[src/rtl/sfr_pkg.sv]
package sfr_pkg;
    typedef enum logic [1:0] {
        RX_IDLE  = 2'd0,
        RX_SHIFT = 2'd1,
        RX_STALL = 2'd2
    } rx_state_e;

    localparam int unsigned ERR_SYNC = 0;
    localparam int unsigned ERR_UNDF = 1;
    localparam int unsigned ERR_OVF  = 2;
    localparam int unsigned N_ERR    = 3;
endpackage

[src/rtl/sfr_shifter.sv]
module sfr_shifter #(
    parameter int unsigned W = 8
) (
    input  logic         clk,
    input  logic         rst_n,
    input  logic         clr,
    input  logic         start,
    input  logic         shift,
    input  logic         sdata,
    output logic [W-1:0] word,
    output logic [W-1:0] next_word,
    output logic         at_last
);
    localparam int unsigned CW = $clog2(W);

    logic [CW-1:0] cnt;

    assign next_word = {word[W-2:0], sdata};
    assign at_last   = (cnt == CW'(W - 1));

    always_ff @(posedge clk or negedge rst_n) begin
        if (!rst_n) begin
            word <= '0;
            cnt  <= '0;
        end else if (clr) begin
            cnt <= '0;
        end else if (start) begin
            word <= next_word;
            cnt  <= CW'(1);
        end else if (shift) begin
            word <= next_word;
            cnt  <= at_last ? '0 : cnt + CW'(1);
        end
    end
endmodule

[src/rtl/sfr_rxbuf.sv]
module sfr_rxbuf #(
    parameter int unsigned W = 8
) (
    input  logic         clk,
    input  logic         rst_n,
    input  logic         clr,
    input  logic         load,
    input  logic [W-1:0] din,
    input  logic         rd,
    output logic [W-1:0] data,
    output logic         valid
);
    always_ff @(posedge clk or negedge rst_n) begin
        if (!rst_n) begin
            data  <= '0;
            valid <= 1'b0;
        end else begin
            if (load) begin
                data <= din;
            end
            if (clr) begin
                valid <= 1'b0;
            end else if (load) begin
                valid <= 1'b1;
            end else if (rd) begin
                valid <= 1'b0;
            end
        end
    end
endmodule

[src/rtl/sfr_errstat.sv]
module sfr_errstat #(
    parameter int unsigned N = 3
) (
    input  logic         clk,
    input  logic         rst_n,
    input  logic [N-1:0] set,
    input  logic         clr_wr,
    input  logic [N-1:0] clr_mask,
    input  logic [N-1:0] irq_en,
    output logic [N-1:0] sts,
    output logic         irq_n
);
    for (genvar k = 0; k < N; k++) begin : g_bit
        always_ff @(posedge clk or negedge rst_n) begin
            if (!rst_n) begin
                sts[k] <= 1'b0;
            end else if (set[k]) begin
                sts[k] <= 1'b1;
            end else if (clr_wr && clr_mask[k]) begin
                sts[k] <= 1'b0;
            end
        end
    end

    assign irq_n = ~|(sts & irq_en);
endmodule

[src/rtl/sfr_fsm.sv]
module sfr_fsm
    import sfr_pkg::*;
(
    input  logic      clk,
    input  logic      rst_n,
    input  logic      rx_on,
    input  logic      bit_en,
    input  logic      fsync,
    input  logic      at_last,
    input  logic      buf_valid,
    input  logic      buf_rd,
    output rx_state_e state,
    output logic      start,
    output logic      shift,
    output logic      push_live,
    output logic      push_held,
    output logic      ev_sync,
    output logic      ev_ovf
);
    rx_state_e nxt;

    always_ff @(posedge clk or negedge rst_n) begin
        if (!rst_n) begin
            state <= RX_IDLE;
        end else if (!rx_on) begin
            state <= RX_IDLE;
        end else begin
            state <= nxt;
        end
    end

    always_comb begin
        nxt       = state;
        start     = 1'b0;
        shift     = 1'b0;
        push_live = 1'b0;
        push_held = 1'b0;
        ev_sync   = 1'b0;
        ev_ovf    = 1'b0;
        if (rx_on) begin
            unique case (state)
                RX_IDLE: begin
                    if (bit_en && fsync) begin
                        start = 1'b1;
                        nxt   = RX_SHIFT;
                    end
                end
                RX_SHIFT: begin
                    if (bit_en) begin
                        shift   = 1'b1;
                        ev_sync = fsync;
                        if (at_last) begin
                            if (!buf_valid || buf_rd) begin
                                push_live = 1'b1;
                                nxt       = RX_IDLE;
                            end else begin
                                ev_ovf = 1'b1;
                                nxt    = RX_STALL;
                            end
                        end
                    end
                end
                RX_STALL: begin
                    if (buf_rd) begin
                        push_held = 1'b1;
                        nxt       = RX_IDLE;
                    end
                end
                default: nxt = RX_IDLE;
            endcase
        end
    end
endmodule

[src/rtl/frame_rx_port.sv]
module frame_rx_port
    import sfr_pkg::*;
#(
    parameter int unsigned W = 8
) (
    input  logic             clk,
    input  logic             rst_n,
    input  logic             rx_on,
    input  logic             bit_en,
    input  logic             fsync,
    input  logic             sdata,
    input  logic             buf_rd,
    output logic [W-1:0]     buf_data,
    output logic             buf_rdy,
    output logic             ovr_full,
    input  logic             sts_w1c_wr,
    input  logic [N_ERR-1:0] sts_w1c,
    input  logic [N_ERR-1:0] irq_en,
    output logic [N_ERR-1:0] err_sts,
    output logic             irq_n
);
    rx_state_e        state;
    logic             start, shift, push_live, push_held, ev_sync, ev_ovf;
    logic             at_last;
    logic [W-1:0]     word, next_word, buf_din;
    logic [N_ERR-1:0] ev_set;

    sfr_fsm u_fsm (
        .clk       (clk),
        .rst_n     (rst_n),
        .rx_on     (rx_on),
        .bit_en    (bit_en),
        .fsync     (fsync),
        .at_last   (at_last),
        .buf_valid (buf_rdy),
        .buf_rd    (buf_rd),
        .state     (state),
        .start     (start),
        .shift     (shift),
        .push_live (push_live),
        .push_held (push_held),
        .ev_sync   (ev_sync),
        .ev_ovf    (ev_ovf)
    );

    sfr_shifter #(.W(W)) u_shift (
        .clk       (clk),
        .rst_n     (rst_n),
        .clr       (!rx_on),
        .start     (start),
        .shift     (shift),
        .sdata     (sdata),
        .word      (word),
        .next_word (next_word),
        .at_last   (at_last)
    );

    assign buf_din = push_held ? word : next_word;

    sfr_rxbuf #(.W(W)) u_buf (
        .clk   (clk),
        .rst_n (rst_n),
        .clr   (!rx_on),
        .load  (push_live || push_held),
        .din   (buf_din),
        .rd    (buf_rd),
        .data  (buf_data),
        .valid (buf_rdy)
    );

    always_comb begin
        ev_set           = '0;
        ev_set[ERR_SYNC] = ev_sync;
        ev_set[ERR_UNDF] = buf_rd && !buf_rdy;
        ev_set[ERR_OVF]  = ev_ovf;
    end

    sfr_errstat #(.N(N_ERR)) u_sts (
        .clk      (clk),
        .rst_n    (rst_n),
        .set      (ev_set),
        .clr_wr   (sts_w1c_wr),
        .clr_mask (sts_w1c),
        .irq_en   (irq_en),
        .sts      (err_sts),
        .irq_n    (irq_n)
    );

    assign ovr_full = (state == RX_STALL);
endmodule

[config.mk]
export PLATFORM = sky130hd
export DESIGN_NAME = frame_rx_port
export DESIGN_NICKNAME = d
export VERILOG_FILES = /design/src/rtl/sfr_pkg.sv /design/src/rtl/sfr_shifter.sv /design/src/rtl/sfr_rxbuf.sv /design/src/rtl/sfr_errstat.sv /design/src/rtl/sfr_fsm.sv /design/src/rtl/frame_rx_port.sv
export SDC_FILE = /design/constraint.sdc
export NUM_CORES = 1
export LEC_CHECK = 0
export ABC_CLOCK_PERIOD_IN_PS = 2000
export BUFFER_PORTS_ARGS = -buffer_cell sky130_fd_sc_hd__buf_2
export CAP_MARGIN = 0
export CORE_UTILIZATION = 52
export CTS_CLUSTER_DIAMETER = 120
export DETAILED_ROUTE_END_ITERATION = 8
export GPL_ROUTABILITY_DRIVEN = 0
export PLACE_DENSITY = 0.77
export SYNTH_ARGS = -nofsm -noshare
export SYNTH_HDL_FRONTEND = slang
export SYNTH_SLANG_ARGS = --single-unit
[constraint.sdc]
create_clock -name clk -period 2 [get_ports clk]
set_input_delay 0.1 -clock clk [delete_from_list [all_inputs] [get_ports clk]]
set_output_delay 0.1 -clock clk [all_outputs]
set_load 0.03 [all_outputs]
# After elaboration in Yosys (flattened, before gate mapping)
# Cells that the tools add are included.
[word_totals]
reg_bits = 25
wordCells = 81
[op_classes]
n_eq_ne = 9
n_mux = 45
bitwise_logic = 1
reduce_logical = 17
add_sub_neg = 1
[op_table]
columns = ["op", "count"]
rows = [
  ["1-bit two-way mux", 31],
  ["8-bit two-way mux", 3],
  ["2-bit two-way mux", 6],
  ["3-bit two-way mux", 4],
  ["2-bit nonzero test", 4],
  ["3-bit by 1-bit != test with 1-bit output (second input constant)", 2],
  ["3-bit by 2-bit != test with 1-bit output (second input constant)", 2],
  ["3-bit != test (second input constant)", 2],
  ["2-bit one-hot mux with 3 select lines", 1],
  ["1-bit logical AND", 5],
  ["4-bit AND reduction", 1],
  ["3-bit by 1-bit adder with 3-bit output (second input constant)", 1],
  ["3-bit AND", 1],
  ["3-bit equality test (second input constant)", 1],
  ["3-bit OR reduction", 1],
  ["2-bit by 1-bit equality test with 1-bit output (second input constant)", 1],
  ["2-bit equality test (second input constant)", 1],
  ["1-bit logical NOT", 2],
  ["2-bit logical NOT", 1],
  ["1-bit logical OR", 2],
  ["2-bit AND reduction", 1],
]

# Depth between registers and ports, before layout
[logic_depth]
word_depth = 10
depth_mapped = 5

# By module
# From an unflattened synthesis, not the netlist that was laid out.
[unflattened]
hier_cells = 102
hier_area_um2 = 1323.8
[by_module_without_submodules]
columns = ["mod", "seq_area_each_um2", "area_per_inst_um2", "cells_each", "n_inst"]
rows = [
  ["sfr_shifter", 275.3, 516.7, 38, 1],
  ["sfr_rxbuf", 225.2, 371.6, 21, 1],
  ["sfr_fsm", 50.0, 161.4, 20, 1],
  ["frame_rx_port", 0.0, 153.9, 13, 1],
  ["sfr_errstat", 75.1, 120.1, 10, 1],
]

# Worst setup path before layout
# No wires, ideal clock.
[synth_path]
path_type = "register -> output"
from = "register u_sts.sts[0]"
to = "output port irq_n"
t_arrival_ns = 1.428
setup_slack_ns = 0.472
path_buffers = 0
path_stages_with_launch = 2
path_cell_list = "dfrtp_1 a222oi_1"
[synth_between]
elab_chain_len = 3
[synth_lines]
columns = ["item", "line_no", "text"]
rows = [
  ["start, declared", "sfr_errstat.sv:10", "output logic [N-1:0] sts,"],
  ["start signal, assigned by index", "sfr_errstat.sv:16", "sts[k] <= 1'b0;"],
  ["start signal, assigned by index", "sfr_errstat.sv:18", "sts[k] <= 1'b1;"],
  ["start signal, assigned by index", "sfr_errstat.sv:20", "sts[k] <= 1'b0;"],
  ["3-bit AND", "sfr_errstat.sv:25", "assign irq_n = ~|(sts & irq_en);"],
  ["3-bit OR reduction", "sfr_errstat.sv:25", ""],
  ["1-bit logical NOT", "sfr_errstat.sv:25", ""],
  ["end, declared", "frame_rx_port.sv:20", "output logic irq_n"],
]
# Every way passes these cells.

# Final worst setup path
[layout_path]
from = "register u_shift.cnt[0]"
to = "register u_buf.valid"
[layout_between]
elab_chain_len = 8
elab_cells_between_ends = 9
classes_between = "eq/ne (2); mux (6); reduce/logical (1)"
[layout_lines]
columns = ["item", "line_no", "text"]
rows = [
  ["start, declared", "sfr_shifter.sv:16", "logic [CW-1:0] cnt;"],
  ["start signal, assigned", "sfr_shifter.sv:32", "cnt <= at_last ? '0 : cnt + CW'(1);"],
  ["3-bit equality test *", "sfr_shifter.sv:19", "assign at_last = (cnt == CW'(W - 1));"],
  ["1-bit two-way mux *", "sfr_fsm.sv:52", "if (at_last) begin"],
  ["1-bit two-way mux *", "sfr_fsm.sv:49", "if (bit_en) begin"],
  ["1-bit two-way mux *", "sfr_fsm.sv:41", "unique case (state)"],
  ["1-bit two-way mux *", "sfr_fsm.sv:40", "if (rx_on) begin"],
  ["1-bit logical OR *", "frame_rx_port.sv:64", ".load (push_live || push_held),"],
  ["1-bit two-way mux", "sfr_rxbuf.sv:23", "end else if (load) begin"],
  ["1-bit two-way mux", "sfr_rxbuf.sv:21", "if (clr) begin"],
  ["end signal, assigned", "sfr_rxbuf.sv:22", "valid <= 1'b0;"],
  ["end signal, assigned", "sfr_rxbuf.sv:24", "valid <= 1'b1;"],
  ["end signal, assigned", "sfr_rxbuf.sv:26", "valid <= 1'b0;"],
  ["end, declared", "sfr_rxbuf.sv:11", "output logic valid"],
]
# Every way passes the cells marked *; elsewhere a longest branch is shown, timed or not.
# A chain may end at the register's enable or synchronous reset.

==> metrics <==
outcome finished clean; layout cell share with drive strength beyond 1 35.7%; clk buf depth 2; Placed Area 1410 um^2; R2R Path Start u_shift.cnt[0]; Critical Path Fanout Max 10; Non-Filler Instances 171; Synth async-reset ratio 100%; Setup WS post-layout 0.485 ns; clk sinks 25; total number of vias 1,015; Synth Net Count 133; relative slew slack 63.0%; largest net degree at the start of global routing 26; Mapped Area 1270 um^2; max-slew violation total from the final report 0; fin area 1450 um^2; Cell Chain, Critical Path ha_1, ha_1, buf_4, a221oi_1, nor2b_1; Core ar. 2250 um^2; post-synth top area share 49.4%; Worst path top cell family by delay flip-flops; startpoint types flop; Ys Warns 0; Reg2Reg Depth 5; Max-Cap Viols 0; placed cell count 166; clock-pin slew on the worst setup and hold paths 0.14 ns; clk_lat worst skew 0.31 ns; worst r2r dst u_buf.valid; IO Pins 28; Final Hold Fails 0; CP most frequent cell ha_1; commonest cells in the synthesized netlist dfrtp_1 (25), nand2_1 (23), nand4_1 (9), mux2_2 (8), o211ai_2 (8); RSZ-0062 raised after global routing no; Final Critical Period 1.52 ns; gr ovfl total 0; pre-CTS setup slack 0.514 ns; die height 51.3 um; Post-CTS Resized 0; Post-synth EDFFs 0; Worst Path Arrival 1.72 ns; Die W 51.3 um; initial drt markers 31; Clock Tree Root clkbuf_4; Synth Instances 116; HPWL after DPL 1770 um; count leader, synth dfrtp_1; DR WL/cell 14.4 um; CP Capture Type flop; TritonCTS Buffers 3; ANT nets after route 0; post-synthesis register bit count 25; die footprint 2640 um^2; syn_area_per_cell 10.9 um^2; worst slew pin tran 0.555 ns; Main synth FF type dfrtp_1; Layout area overhead 14.2%; Hold Path Sink u_fsm.state[1]; area leader, netlist dfrtp_1; Worst EP required 2.21 ns; Total GRT Usage 20.8%; # port buffers 27; Period Utilization, post-route 75.8%; Initial Utilization 56.2%; initial antenna violation count 0; drt first pass iters 4; Hold Crit Depth 2; # fillers 181; ant diodes 0; first-pass GRT wire length 4090 um; PD cells 707 nW/um^2; # rows 17; Max IR drop VDD 612 uV; hold_sp buf_rd; Routed Wire Length 2460 um; vias in the first global route 921; post-synthesis cell type count 31; vias per cell 5.94; leading post-synthesis cells by cell area dfrtp_1 (49%), o211ai_2 (7.9%), mux2_2 (7.1%); CTS tree yes; Setup Skew 0.00292 ns; NumNets Final 161; Sum Neg Setup Slack 0 ns; Fmax 660 MHz; Worst Path Buf+Inv 1; worst reg2reg setup slack 0.48 ns; post-synthesis sequential area ratio 49.4%; Final setup violation count 0; H-tree depth 1; Worst Hold Class in2reg; LEAKAGE 0.000747 uW; largest stage delay on the critical path 0.44 ns; crit path max-delay cell type dfrtp_1; critical path class reg2reg; DRC violation count after routing 0
worst max-delay path by stage:
stage | startpoint | end | cells past startpoint
5_1_grt | u_shift.cnt[0] | u_buf.data[3] | 4
3_5_place_dp | u_shift.cnt[0] | u_buf.valid | 5
6_report | u_shift.cnt[0] | u_buf.valid | 5
2_1_floorplan | u_sts.sts[0] | irq_n | 1
3_3_place_gp | u_fsm.state[1] | u_buf.data[7] | 3
4_1_cts | u_shift.cnt[0] | u_buf.valid | 5
layout make-up:
class	instances	area, um^2	area share, %
flip-flops and latches	25	626	43.3
multi-input cells	82	591	40.8
repair buffers	30	160	11.1
well taps	28	35.0	2.42
clock buffers	3	22.5	1.56
inverters	2	7.51	0.519
clock inverters	1	5.00	0.346
report_power, final:
group | switching [uW] | leakage [uW] | total [uW] | internal [uW]
clock network | 148 | 0.0000177 | 223 | 74.7
registers | 79.3 | 0.000330 | 657 | 578
logic | 60.7 | 0.000399 | 142 | 81.6
total | 288 | 0.000747 | 1020 | 734
metal layers:
layer / share of wire (%) / vias up / wire length (um) / GRT usage (%)
met5: 0 / - / 0 / 0
met3: 4.5 / 2 / 110 / 3.57
met1: 48 / 498 / 1180 / 28.7
li1: - / 480 / - / -
met2: 47 / 35 / 1160 / 33.3
met4: 0.57 / 0 / 14 / 6.31
sequential cells by signal, indices dropped and copies added, names as in the netlist:
register,count
u_shift.cnt,3
u_sts.sts,3
u_buf.data,8
u_buf.valid,1
u_fsm.state,2
u_shift.word,8
metrics by stage:
step | power [uW] | util (%) | hold slack, ns
floorplan | 738 | - | -0.196
global placement | 795 | 62.5 | 0.107
detailed placement | 807 | 62.5 | 0.114
CTS | 1030 | 64.2 | 0.00614
global route | 1080 | 64.2 | 0.00872
finish | 1020 | 64.2 | 0.0103
repair_timing:
item                                   4_1_cts  5_1_grt
setup endpoints to repair                    0        0
endpoints found under the hold margin       25        0
setup buffers                                0        0
hold buffers                                 1        0
cells by family after synthesis:
| kind of cell | after synthesis | share of synthesized area (%) |
|---|---|---|
| flip-flops | 25 | 49.4 |
| AND/OR/NAND/NOR | 51 | 22.0 |
| AO/OA/AOI/OAI | 20 | 14.5 |
| adder cells (fa/ha/maj) | 3 | 2.96 |
| buffers and inverters | 9 | 3.95 |
| multiplexers | 8 | 7.11 |
worst register-to-register path, delay by kind of cell (launching register included):
kind,cells,cell delay [ns]
compound gates,1,0.28
fa+ha+maj,2,0.44
buf+inv,1,0.17
flops,1,0.44
simple gates,1,0.08
layout by cell type (no fill, tap or decap):
master,Yosys,final
a21boi_0,2,2
a21oi_1,1,1
a221oi_1,1,1
a222oi_1,1,1
a22o_1,1,1
a31oi_1,1,1
and3_1,1,1
and3b_1,1,1
and4b_1,2,2
and4bb_2,1,1
buf_2,1,27
buf_4,0,2
clkbuf_4,0,3
clkinv_2,0,1
dfrtp_1,25,25
dlygate4sd3_1,0,1
ha_1,3,3
inv_1,2,2
mux2_2,8,8
nand2_1,23,23
nand2b_1,2,2
nand3_1,1,1
nand3b_1,1,1
nand3b_2,1,1
nand4_1,9,9
nand4b_1,1,1
nor2_1,3,3
nor2b_1,4,4
nor3b_1,1,1
o211ai_2,8,8
o21ai_0,4,4
o32a_1,1,1
Power figures use the tool's default switching activity.
